[src/rtl/spi_port_pkg.sv]
package spi_port_pkg;
    localparam int unsigned SPI_DW = 16;
    localparam int unsigned SPI_NW = 8;
    localparam int unsigned SPI_BW = 16;
    localparam int unsigned SPI_EW = $clog2(2 * SPI_DW + 1);

    typedef logic [SPI_DW-1:0] spi_word_t;
    typedef logic [SPI_EW-1:0] spi_edge_t;

    typedef struct packed {
        logic      busy;
        spi_edge_t edges;
        logic      sck;
        spi_word_t rx;
        logic      done;
        logic      dma;
    } spi_ctl_t;

    typedef struct packed {
        spi_word_t sh;
        logic      sout;
    } spi_shf_t;

    function automatic spi_word_t spi_fit(input spi_word_t v, input logic wide);
        spi_word_t m;
        m = '0;
        m[SPI_NW-1:0] = '1;
        return wide ? v : (v & m);
    endfunction
endpackage

[src/rtl/spi_baud.sv]
module spi_baud #(
    parameter int unsigned BW = spi_port_pkg::SPI_BW
) (
    input  logic          clk,
    input  logic          rst_n,
    input  logic          run,
    input  logic [BW-1:0] baud,
    output logic          tick
);
    localparam logic [BW-1:0] MIN_DIV = BW'(2);

    logic [BW-1:0] cnt_q, cnt_d, div;

    always_comb begin
        div   = (baud < MIN_DIV) ? MIN_DIV : baud;
        tick  = run && (cnt_q == div - 1'b1);
        cnt_d = (!run || tick) ? '0 : cnt_q + 1'b1;
    end

    always_ff @(posedge clk or negedge rst_n) begin
        if (!rst_n) cnt_q <= '0;
        else        cnt_q <= cnt_d;
    end

    // a half period is never shorter than two system cycles
    p_min_period_r3: assert property (@(posedge clk) disable iff (!rst_n)
        tick |-> (cnt_q != '0));
endmodule

[src/rtl/spi_sync.sv]
module spi_sync #(
    parameter int unsigned STAGES = 2
) (
    input  logic clk,
    input  logic rst_n,
    input  logic sck_i,
    input  logic mosi_i,
    input  logic ss_n_i,
    output logic mosi_s,
    output logic ss_n_s,
    output logic sck_edge
);
    logic [2:0] chain_q [STAGES];
    logic [2:0] chain_d [STAGES];
    logic       prev_q, prev_d;

    always_comb begin
        chain_d[0] = {ss_n_i, mosi_i, sck_i};
        for (int k = 1; k < STAGES; k++) chain_d[k] = chain_q[k-1];
        prev_d   = chain_q[STAGES-1][0];
        sck_edge = chain_q[STAGES-1][0] ^ prev_q;
        mosi_s   = chain_q[STAGES-1][1];
        ss_n_s   = chain_q[STAGES-1][2];
    end

    always_ff @(posedge clk or negedge rst_n) begin
        if (!rst_n) begin
            for (int k = 0; k < STAGES; k++) chain_q[k] <= 3'b100;
            prev_q <= 1'b0;
        end else begin
            for (int k = 0; k < STAGES; k++) chain_q[k] <= chain_d[k];
            prev_q <= prev_d;
        end
    end
endmodule

[src/rtl/spi_shifter.sv]
module spi_shifter
    import spi_port_pkg::*;
(
    input  logic      clk,
    input  logic      rst_n,
    input  logic      load,
    input  spi_word_t load_val,
    input  logic      wide,
    input  logic      drive,
    input  logic      sample,
    input  logic      sin,
    output spi_word_t word,
    output logic      sout
);
    spi_shf_t s_q, s_d;
    logic     msb;

    always_comb begin
        s_d = s_q;
        msb = wide ? s_q.sh[SPI_DW-1] : s_q.sh[SPI_NW-1];
        if (load) begin
            s_d.sh   = spi_fit(load_val, wide);
            s_d.sout = wide ? load_val[SPI_DW-1] : load_val[SPI_NW-1];
        end else begin
            if (drive)  s_d.sout = msb;
            if (sample) s_d.sh   = {s_q.sh[SPI_DW-2:0], sin};
        end
        word = s_q.sh;
        sout = s_q.sout;
    end

    always_ff @(posedge clk or negedge rst_n) begin
        if (!rst_n) s_q <= '0;
        else        s_q <= s_d;
    end

    // a serial edge either drives or samples, never both
    p_edge_role_r5: assert property (@(posedge clk) disable iff (!rst_n)
        !(drive && sample));
endmodule

[src/rtl/spi_port.sv]
module spi_port
    import spi_port_pkg::*;
#(
    parameter int unsigned SYNC_STAGES = 2
) (
    input  logic              clk,
    input  logic              rst_n,
    input  logic              cfg_master,
    input  logic              cfg_cpol,
    input  logic              cfg_cpha,
    input  logic              cfg_wide,
    input  logic              cfg_bcast,
    input  logic              cfg_dma_en,
    input  logic [SPI_BW-1:0] cfg_baud,
    input  logic [SPI_DW-1:0] tx_data,
    input  logic              tx_wr,
    output logic [SPI_DW-1:0] rx_data,
    output logic              done_irq,
    output logic              dma_req,
    output logic              busy,
    output logic              sck_o,
    output logic              sck_oe,
    input  logic              sck_i,
    output logic              mosi_o,
    output logic              mosi_oe,
    input  logic              mosi_i,
    input  logic              miso_i,
    output logic              miso_o,
    output logic              miso_oe,
    input  logic              ss_n_i,
    output logic              ss_n_o
);
    spi_ctl_t  c_q, c_d;
    spi_word_t word;
    logic      tick, mosi_s, ss_s, sck_edge, sout;
    logic      ev, smp, drv, last_smp, sin, start, ld;
    spi_edge_t len2, nxt;

    spi_baud #(.BW(SPI_BW)) i_baud (
        .clk(clk), .rst_n(rst_n), .run(c_q.busy), .baud(cfg_baud), .tick(tick)
    );

    spi_sync #(.STAGES(SYNC_STAGES)) i_sync (
        .clk(clk), .rst_n(rst_n), .sck_i(sck_i), .mosi_i(mosi_i), .ss_n_i(ss_n_i),
        .mosi_s(mosi_s), .ss_n_s(ss_s), .sck_edge(sck_edge)
    );

    spi_shifter i_shift (
        .clk(clk), .rst_n(rst_n), .load(ld), .load_val(tx_data), .wide(cfg_wide),
        .drive(drv), .sample(smp), .sin(sin), .word(word), .sout(sout)
    );

    always_comb begin
        len2     = cfg_wide ? spi_edge_t'(2 * SPI_DW) : spi_edge_t'(2 * SPI_NW);
        nxt      = c_q.edges + 1'b1;
        ev       = cfg_master ? (c_q.busy & tick) : (sck_edge & ~ss_s);
        smp      = ev & (cfg_cpha ? ~nxt[0] : nxt[0]);
        drv      = ev & ~smp;
        last_smp = smp & (nxt == (cfg_cpha ? len2 : len2 - 1'b1));
        sin      = cfg_master ? miso_i : mosi_s;
        start    = cfg_master & tx_wr & ~c_q.busy;
        ld       = cfg_master ? start : (tx_wr & (c_q.edges == '0));

        c_d      = c_q;
        c_d.done = 1'b0;
        c_d.dma  = 1'b0;
        if (cfg_master) begin
            if (start) begin
                c_d.busy  = 1'b1;
                c_d.edges = '0;
                c_d.sck   = cfg_cpol;
            end else if (ev) begin
                c_d.edges = nxt;
                c_d.sck   = ~c_q.sck;
                if (nxt == len2) begin
                    c_d.busy  = 1'b0;
                    c_d.edges = '0;
                end
            end
        end else begin
            c_d.busy = 1'b0;
            c_d.sck  = cfg_cpol;
            if (ss_s)    c_d.edges = '0;
            else if (ev) c_d.edges = (nxt == len2) ? '0 : nxt;
        end
        if (last_smp) begin
            c_d.rx   = spi_fit({word[SPI_DW-2:0], sin}, cfg_wide);
            c_d.done = 1'b1;
            c_d.dma  = cfg_dma_en;
        end
    end

    always_ff @(posedge clk or negedge rst_n) begin
        if (!rst_n) c_q <= '0;
        else        c_q <= c_d;
    end

    assign rx_data  = c_q.rx;
    assign done_irq = c_q.done;
    assign dma_req  = c_q.dma;
    assign busy     = c_q.busy;
    assign sck_o    = c_q.busy ? c_q.sck : cfg_cpol;
    assign sck_oe   = cfg_master;
    assign mosi_o   = sout;
    assign mosi_oe  = cfg_master;
    assign miso_o   = sout;
    assign miso_oe  = ~cfg_master & ~ss_s & ~cfg_bcast;
    assign ss_n_o   = ~(cfg_master & c_q.busy);

    // completion is a single-cycle pulse
    p_done_pulse_r7: assert property (@(posedge clk) disable iff (!rst_n)
        done_irq |=> !done_irq);

    // a DMA strobe only accompanies a completion
    p_dma_with_done_r8: assert property (@(posedge clk) disable iff (!rst_n)
        dma_req |-> done_irq);

    // the edge count stays below the longest word
    p_edge_bound_r4: assert property (@(posedge clk) disable iff (!rst_n)
        c_q.edges <= spi_edge_t'(2 * SPI_DW - 1));

    // a deselected slave restarts at bit zero
    p_ss_abort_r11: assert property (@(posedge clk) disable iff (!rst_n)
        (!cfg_master && ss_s) |=> (c_q.edges == '0));
endmodule

[config.mk]
export PLATFORM = sky130hd
export DESIGN_NAME = spi_port
export DESIGN_NICKNAME = d
export VERILOG_FILES = /design/src/rtl/spi_port_pkg.sv /design/src/rtl/spi_baud.sv /design/src/rtl/spi_sync.sv /design/src/rtl/spi_shifter.sv /design/src/rtl/spi_port.sv
export SDC_FILE = /design/constraint.sdc
export NUM_CORES = 1
export LEC_CHECK = 0
export BUFFER_PORTS_ARGS = -buffer_cell sky130_fd_sc_hd__buf_2
export CORE_MARGIN = 5
export CORE_UTILIZATION = 50
export DETAILED_ROUTE_END_ITERATION = 16
export PLACE_DENSITY_LB_ADDON = 0.12
export SLEW_MARGIN = 25
export SYNTH_ARGS = -nofsm -noshare
export SYNTH_HDL_FRONTEND = slang
export SYNTH_HIERARCHICAL = 1
export SYNTH_SLANG_ARGS = --single-unit
[constraint.sdc]
create_clock -name clk -period 5.1 [get_ports clk]
set_input_delay 0.255 -clock clk [delete_from_list [all_inputs] [get_ports clk]]
set_output_delay 0.255 -clock clk [all_outputs]
set_load 0.005 [all_outputs]
==> out/qor.yml, run 1 <==
fin_area_mm2: 0.00464
final_cell_mix: "buf_2, dfrtp_1, nand2_1"
drive_gt1_frac: 0.260
nNetsFinal: 530
period_minus_slack_ns: 4.03
timing.rr.start: "i_baud/cnt_q[9]"
powerDensity_mw_per_mm2: 289
core_mm2: 0.00822
crit_end: "rx_data[7]"
slew_viol_final: 0
multi_input_area_mm2: 0.00216
syn-num-nets: 488
detail-route-antenna-nets: 0
max_freq_mhz: 248
r2r_slack_ns: 1.47
nFillCells: 761
hold_viol_final: 0
yosysSeqAreaShare: 0.393
cellLeakagePower_nw: 2.07
max_stage_delay_ns: 0.51
crit_top_cell: "nand4_1"
final_common_cell: "buf_2"
totalWireLength_um: 8710
synth_top_family_by_area: "simple AND/OR/NAND/NOR gates"
synth_compound_area_frac: 0.117
clockBufferDepth: 2
synthMuxAreaShare: 0.0815
die_area_mm2: 0.0104
netlist_instances: 438
cts_tree: "built"
synth_simple_gate_area_frac: 0.210
grt_usage: 0.178
hold_buffers: 1
worst_pin_slew_ns: 0.833
max_cap_viol_count: 0
cp-end-kind: "flop"
cts_root_buf: "clkbuf_8"
status: "completed"
cpMaxStageDelayCell: "nor4_2"
r2r-end: "rx_data[7]"
place_area_mm2: 0.00440
antenna_cells: 0
drt_pass1_iterations: 4
post_cts_buffers: 0
cts_max_level: 3
cp_max_fo: 18
dieHeight_um: 102
path_cells: "buf_2 -> nor4_2 -> nand4_1 -> nand2_1 -> ha_1 -> nor2b_1 -> nand4_1 -> nor4b_1 -> a211oi_1 -> nor4_4 -> and3_1 -> a32oi_1 -> a221oi_2 -> o2111ai_4 -> mux2_2"
yosys_register_bits: 66
slew_headroom: 0.445
synth_xor_area_frac: 0.0880
area_growth_pct: 10.3
die_x_um: 102
grt_overflow: 0
synth-edff-count: 0
dr_total_vias: 3232
grt_pass1_vias: 3274
yosys_warnings: 6
finalCritPeriodShare: 0.789
wl_per_cell_um: 14.8
portBuffers: 70
startpoint: "cfg_baud[10]"
seq_area_mm2: 0.00165
rows: 33
numCtsBuffers: 9
clock_skew_ns: 0.0120
reg2regPathDepth: 10
io_pins: 71
cp_data_required_time_ns: 5.33
gp_congestion: 0.884
clk_pin_slew_ns: 0.07
finalSetupTns_ns: 0
remaining_drc_errors: 0
criticalPathCategory: "input port to flop"
antenna_found_initial: 0
clkLatencyLatePin_ns: 0.34
hpwl_um: 6380
finalSetupViolCount: 0
grt_pass1_wl_um: 14800
rsz0062_at_grt: "false"
clkSinkCount: 66
initial_utilization: 0.512
synth_ff_type: "dfrtp_1"
synth_cell_type_count: 64
ir_drop_v: 0.000175
cts_resized: 0
startpoint_type: "input port"
syn_avg_cell_area_um2: 9.61
critPathArrivalTime_ns: 4.25
hold_path_class: "input port to flop"
syn_area_mm2: 0.00421
grt_max_degree: 67
viasPerCell: 5.48
initialDrtViolationCount: 99
synth-adder-area-share: 0.0149
async_flop_share: 1.00
p_total_mw: 1.34
routing by layer:
layer / track usage / wire [um]
met5: 0 / 0
met4: 0.0583 / 142
met3: 0.0365 / 431
met2: 0.301 / 4150
met1: 0.229 / 3980
sequential cells by signal, summed over array words and instances, names as in the netlist, 3 cells and up:
name and count:
i_sync/chain_d 3, i_shift/word 16, i_baud/cnt_q 16, c_q 7
rx_data 16
how the worst min path moves through the flow:
stage,start,to,slack (ns),cells after the start
after floorplan,rst_n,busy,-0.04,0
after global placement,i_sync/chain_d[0],i_sync/chain_q[0],0.34,0
after detailed placement,i_sync/chain_d[0],i_sync/chain_q[0],0.34,0
after CTS,sck_i,i_sync/chain_d[0],0.005,1
after global routing,sck_i,i_sync/chain_d[0],0.008,1
final,mosi_i,i_sync/chain_d[1],0.02,1
final cells by class:
class,count,area share
Inverter,19,0.0154
Clock inverter,6,0.0191
Tap cell,105,0.0283
Sequential cell,66,0.356
Multi-Input combinational cell,308,0.465
Clock buffer,10,0.0297
Timing Repair Buffer,76,0.0857
where the power goes:
part	internal [mW]	switching (mW)	total (mW)
combinational	0.102	0.115	0.217
clock	0.289	0.207	0.496
sequential	0.583	0.0455	0.628
total	0.974	0.367	1.34
worst max-delay path, delay by kind of cell:
family | cells | cell delay [ns]
simple gates | 8 | 2.16
mux | 1 | 0.40
buf+inv | 1 | 0.13
compound gates | 4 | 1.08
fa+ha+maj | 1 | 0.21
logic make-up (layout without fill, tap and decap cells):
family,Yosys count,in the layout
mux,33,33
compound gates,71,71
simple gates,160,160
buf+inv,64,111
xor+xnor,39,39
fa+ha+maj,5,5
flops,66,66
cell usage after synthesis, drive strengths merged (6+ instances only):
library cell	number	area, um^2
mux2i	23	230
nor2b	6	37.5
nand3	20	105
xnor2	26	235
a21oi	18	105
nand4	6	37.5
nor3	12	60.1
and3	6	37.5
mux2	10	113
clkbuf	8	30.0
buf	37	303
nand2	55	206
nor2	18	67.6
inv	19	71.3
nor4	9	108
o21ai	30	150
xor2	12	113
dfrtp	64	1600
metrics by stage:
stage / cells / util / setup WS (ns) / hold WS (ns)
4_1_cts: 590 / 0.565 / 1.10 / 0.00510
3_3_place_gp: 573 / 0.536 / 0.873 / 0.337
2_1_floorplan: 438 / - / 1.44 / -0.0406
6_report: 590 / 0.565 / 1.07 / 0.0205
5_1_grt: 590 / 0.565 / 0.763 / 0.00776
3_5_place_dp: 573 / 0.536 / 0.732 / 0.340
(Power assumes the default switching activity.)
==> inputs of run 2 (changes only) <==
--- a/config.mk
+++ b/config.mk
@@ -5,6 +5,7 @@
 export SDC_FILE = /design/constraint.sdc
 export NUM_CORES = 1
 export LEC_CHECK = 0
+export ABC_AREA = 1
 export BUFFER_PORTS_ARGS = -buffer_cell sky130_fd_sc_hd__buf_2
 export CORE_MARGIN = 5
 export CORE_UTILIZATION = 50
==> constraint.sdc (replaced) <==
create_clock -name clk -period 4.1 [get_ports clk]
set_input_delay 0.205 -clock clk [delete_from_list [all_inputs] [get_ports clk]]
set_output_delay 0.205 -clock clk [all_outputs]
set_load 0.005 [all_outputs]
==> out/qor.yml, run 2 <==
status: "completed"
grt_usage: 0.192
grt_pass1_wl_um: 16100
clock_skew_ns: 0.0122
final_cell_mix: "nand2_1, nand3_1, buf_2"
syn_area_mm2: 0.00423
wl_per_cell_um: 12.9
dieHeight_um: 102
cellLeakagePower_nw: 2.52
antenna_found_initial: 0
netlist.area_leader.share: 0.378
nNetsFinal: 675
synth_ff_type: "dfrtp_1"
totalWireLength_um: 9520
powerDensity_mw_per_mm2: 374
hpwl_um: 7360
detail-route-antenna-nets: 0
yosys_warnings: 6
yosysTopAreaCell: "dfrtp_1"
initial_utilization: 0.515
rsz0062_at_grt: "false"
finalCritPeriodShare: 0.781
fin_area_mm2: 0.00476
netlist_instances: 568
synthTopCellsByArea: "dfrtp_1, nand2_1, nand3_1"
finalSetupTns_ns: 0
yosys_register_bits: 66
drt_pass1_iterations: 5
finalNonFillerCells: 735
synth_cell_type_count: 38
hold_path_class: "input port to flop"
clkSinkCount: 66
p_clk_frac: 0.350
worst_pin_slew_ns: 0.537
criticalPathCategory: "input port to flop"
p_int_mw: 1.23
netSwitchingPower_uw: 548
yosys-top-cells-count: "nand2_1, nand3_1, dfrtp_1"
combPwrFrac: 0.194
period_minus_slack_ns: 3.20
grt_pass1_vias: 3491
final_common_cell: "nand2_1"
die_area_mm2: 0.0104
antenna_cells: 0
finalSetupViolCount: 0
cp-end-kind: "flop"
crit_top_cell: "nand2_1"
timing.hold.ws_ns: 0.0869
io_pins: 71
clockBufferDepth: 2
gp_congestion: 0.918
clkLatencyLatePin_ns: 0.34
cp_data_required_time_ns: 4.33
grt_overflow: 0
cpMaxStageDelayCell: "or2_2"
syn-num-nets: 618
async_flop_share: 1.00
dr_total_vias: 3691
rows: 33
critPathArrivalTime_ns: 3.43
numCtsBuffers: 9
area_growth_pct: 12.4
yosysSeqAreaShare: 0.391
clk_pin_slew_ns: 0.08
cts_tree: "built"
max_stage_delay_ns: 0.35
switching_share: 0.308
synth-edff-count: 0
grt_max_degree: 44
path_cells: "buf_2 -> nor2_2 -> nand2_1 -> nor2_2 -> nand2_4 -> nand2_1 -> ha_1 -> nand3_1 -> or2_2 -> nor3_1 -> o21ai_0 -> nor2_1 -> nand2_1 -> nor3_1 -> nand2_2 -> nand2_4 -> inv_2 -> nor2_4 -> nand2_2 -> nor2_8 -> nand2_4 -> nand2_1 -> nand2_1"
portBuffers: 70
p_total_mw: 1.78
drive_gt1_frac: 0.213
slew_headroom: 0.642
remaining_drc_errors: 0
max_cap_viol_count: 0
die_x_um: 102
initialDrtViolationCount: 256
seqPwrFrac: 0.455
placed_cells: 715
cts_root_buf: "clkbuf_8"
viasPerCell: 5.02
core_mm2: 0.00822
cts_max_level: 3
max_freq_mhz: 312
place_area_mm2: 0.00449
slew_viol_final: 0
cp_max_fo: 18
hold_viol_final: 0
syn_avg_cell_area_um2: 7.45
startpoint_type: "input port"
ir_drop_v: 0.000163
synth_most_common_cell: "nand2_1"
-- run 2: cell types whose count changed after synthesis, moves of 17 or more --
cell     change
nand3_1     +55
inv_1       +39
xnor2_1     -17
mux2i_1     -23
nor2_1      +38
nand2_1     +99
-- run 2: final timing paths --
check | to | depth (start not counted) | start | slack (ns)
max | rx_data[5] | 23 | cfg_baud[9] | 0.90
min | i_shift/word[5] | 3 | tx_data[5] | 0.09
max reg2reg | rx_data[5] | 16 | i_baud/cnt_q[10] | 1.55
min reg2reg | i_sync/chain_q[0] | 0 | i_sync/chain_d[0] | 0.35
max in group asynchronous | rx_data[1] | 3 | rst_n | 2.96
min in group asynchronous | rx_data[14] | 2 | rst_n | 0.39
-- run 2: area by class of cell --
cell class | count | area [um^2]
Clock inverter | 7 | 100
Inverter | 64 | 240
Multi-Input combinational cell | 407 | 2090
Timing Repair Buffer | 77 | 415
Tap cell | 105 | 131
Sequential cell | 66 | 1650
Clock buffer | 9 | 124
Fill cell | 793 | 3460
-- run 2: through the flow --
stage          utilization  setup slack [ns]
2_1_floorplan            -              1.15
3_3_place_gp         0.547             0.641
3_5_place_dp         0.547             0.512
4_1_cts              0.577             0.873
5_1_grt              0.579             0.592
6_report             0.579             0.898
-- run 2: power groups by stage --
stage                     logic, mW  registers (mW)  clock network (mW)
after floorplan               0.276           0.807                   0
after global placement        0.337           0.823                   0
after global routing          0.397           0.823               0.670
final                         0.346           0.811               0.624
after detailed placement      0.347           0.823                   0
after CTS                     0.351           0.811               0.639
-- run 2: worst max-delay path: cells and delay by family --
kind	cells	cell delay, ns
buf+inv	2	0.21
compound gates	1	0.11
fa+ha+maj	1	0.19
simple gates	19	2.72
-- run 2: metal layers --
| metal | GRT usage | up-vias | wire length (um) |
|---|---|---|---|
| met5 | 0 | - | 0 |
| met4 | 0.0646 | 0 | 139 |
| met3 | 0.0314 | 14 | 470 |
| met2 | 0.281 | 90 | 4160 |
| met1 | 0.289 | 1697 | 4750 |
| li1 | - | 1890 | - |
-- run 2: kinds of logic after synthesis --
kind of cell               share of synthesized area
adders and majority gates                     0.0148
AOI/OAI and AO/OA                             0.0494
buffers and inverters                          0.115
xor gates and xnor gates                      0.0618
DFF                                            0.391
and+or+nand+nor                                0.368
-- run 2: timing repair --
item                                    4_1_cts  5_1_grt
setup buffers                                 0        0
hold buffers                                  3        1
endpoints found under the setup margin        0        0
resized for setup                             0        0
hold endpoints to repair                      3       40
==> inputs of run 3 (changes only) <==
--- a/config.mk
+++ b/config.mk
@@ -5,7 +5,7 @@
 export SDC_FILE = /design/constraint.sdc
 export NUM_CORES = 1
 export LEC_CHECK = 0
-export ABC_AREA = 1
+export ABC_AREA = 0
 export BUFFER_PORTS_ARGS = -buffer_cell sky130_fd_sc_hd__buf_2
 export CORE_MARGIN = 5
 export CORE_UTILIZATION = 50
==> constraint.sdc (replaced) <==
create_clock -name clk -period 2.9 [get_ports clk]
set_input_delay 0.145 -clock clk [delete_from_list [all_inputs] [get_ports clk]]
set_output_delay 0.145 -clock clk [all_outputs]
set_load 0.005 [all_outputs]
==> out/qor.yml, run 3 (synthesis results as in run 1) <==
dr_total_vias: 3464
crit_buf_inv: 2
seqPwrFrac: 0.451
cp_data_required_time_ns: 3.13
fin_area_mm2: 0.00537
r2r_slack_ns: -0.11
initial_utilization: 0.512
drt_pass1_iterations: 5
clockBufferDepth: 2
initialDrtViolationCount: 209
worst_pin_slew_ns: 0.808
final_cell_mix: "buf_2, dfrtp_1, nand2_1, buf_4, xnor2_1"
cts_tree: "built"
clock_skew_ns: 0.00796
p_clk_frac: 0.355
cellLeakagePower_nw: 2.42
finalSetupViolCount: 35
place_ws_ns: -0.806
cts_max_level: 3
netSwitchingPower_uw: 675
critPathTopFamily: "simple AND/OR/NAND/NOR gates"
die_x_um: 102
dieHeight_um: 102
period_minus_slack_ns: 3.12
area_growth_pct: 27.6
fin_ws_ns: -0.216
startpoint_type: "input port"
core_mm2: 0.00822
wl_per_cell_um: 15.0
ir_drop_v: 0.000312
critPathArrivalTime_ns: 3.34
grt_overflow: 0
place_area_mm2: 0.00483
numCtsBuffers: 9
clkLatencyLatePin_ns: 0.34
p_total_mw: 2.44
crit_top_cell: "nor4_4"
violations: "negative hold slack, negative setup slack"
die_area_mm2: 0.0104
max_cap_viol_count: 0
grt_pass1_wl_um: 16700
finalNonFillerCells: 651
remaining_drc_errors: 0
portBuffers: 70
combPwrFrac: 0.195
totalWireLength_um: 9760
nNetsFinal: 591
viasPerCell: 5.32
detail-route-antenna-nets: 0
criticalPathCategory: "input port to flop"
timing.hold.ws_ns: -0.0169
max_freq_mhz: 321
cp_max_fo: 6
clkSinkCount: 66
hold_viol_final: 52
p_int_mw: 1.77
slew_headroom: 0.461
cpMaxStageDelayCell: "mux2_2"
io_pins: 71
antenna_found_initial: 0
status: "finished, violations left"
max_stage_delay_ns: 0.36
antenna_cells: 0
grt_usage: 0.201
switching_share: 0.276
drive_gt1_frac: 0.377
hold_path_class: "input port to async pin"
path_cells: "buf_6 -> nor4_4 -> buf_4 -> and4_4 -> nor2_2 -> ha_4 -> xnor2_2 -> xnor2_1 -> nor4_2 -> nand3_1 -> nor4_4 -> and3_4 -> a32oi_4 -> a221oi_4 -> o2111ai_4 -> mux2_2"
gp_congestion: 0.849
cts_root_buf: "clkbuf_8"
grt_pass1_vias: 3567
finalCritPeriodShare: 1.07
powerDensity_mw_per_mm2: 455
rows: 33
rsz0062_at_grt: "true"
hpwl_um: 7030
placed_cells: 620
final_common_cell: "buf_2"
slew_viol_final: 0
cp-end-kind: "flop"
clk_pin_slew_ns: 0.07
grt_max_degree: 67
[run 3: cell count changes in the layout (fill, tap and decap cells not counted), moves of 7 or more]
cell,change
nand3_1,-55
mux2_2,+10
buf_6,+7
mux2i_1,+22
xnor2_1,+16
nor2_1,-42
nand2_1,-100
inv_1,-40
nand2_2,-14
xor2_1,-9
buf_4,+50
o21ai_1,+11
[run 3: final cells by class]
class,instances,area (um^2)
inverter,19,71.3
sequential,66,1650
multi-input combinational,309,2380
timing repair buffer,136,905
tap,105,131
fill,720,2850
clock buffer,10,138
clock inverter,6,90.1
[run 3: per-layer routing]
metal	part of all wire	global-route usage	vias up
met5	0	0	-
met3	0.043	0.0310	14
met1	0.44	0.270	1642
met4	0.020	0.0849	0
li1	-	-	1732
met2	0.49	0.322	76
[run 3: stage by stage]
step	hold slack (ns)	util	setup TNS (ns)
6_report	-0.0169	0.653	-4.26
5_1_grt	0.00465	0.653	-11.01
4_1_cts	0.000878	0.647	-5.00
3_5_place_dp	0.252	0.588	-26.84
3_3_place_gp	0.250	0.588	-22.83
2_1_floorplan	-0.151	-	-13.75
[run 3: worst paths after layout]
check,start,end,cells after the start
worst max-delay path,cfg_baud[10],rx_data[1],16
worst min-delay path,rst_n,i_sync/chain_d[0],2
worst max register to register,i_baud/cnt_q[9],rx_data[1],10
worst min register to register,i_sync/chain_d[0],i_sync/chain_q[0],0
max in group asynchronous,rst_n,rx_data[15],2
min in group clk,tx_data[2],i_shift/word[2],3
[run 3: timing repair]
action,4_1_cts,5_1_grt
pin swaps,9,4
gates resized for setup,29,10
hold buffers,6,0
buffers inserted,6,1
setup endpoints to repair,42,42
cloned,2,0
endpoints found under the hold margin,6,0
[run 3: power groups by stage]
stage                     clock network, mW  logic [mW]  registers, mW
after floorplan                           0       0.322           1.10
after global placement                    0       0.435           1.11
after detailed placement                  0       0.446           1.12
after CTS                             0.886       0.475           1.10
after global routing                  0.925       0.534           1.12
final                                 0.867       0.475           1.10
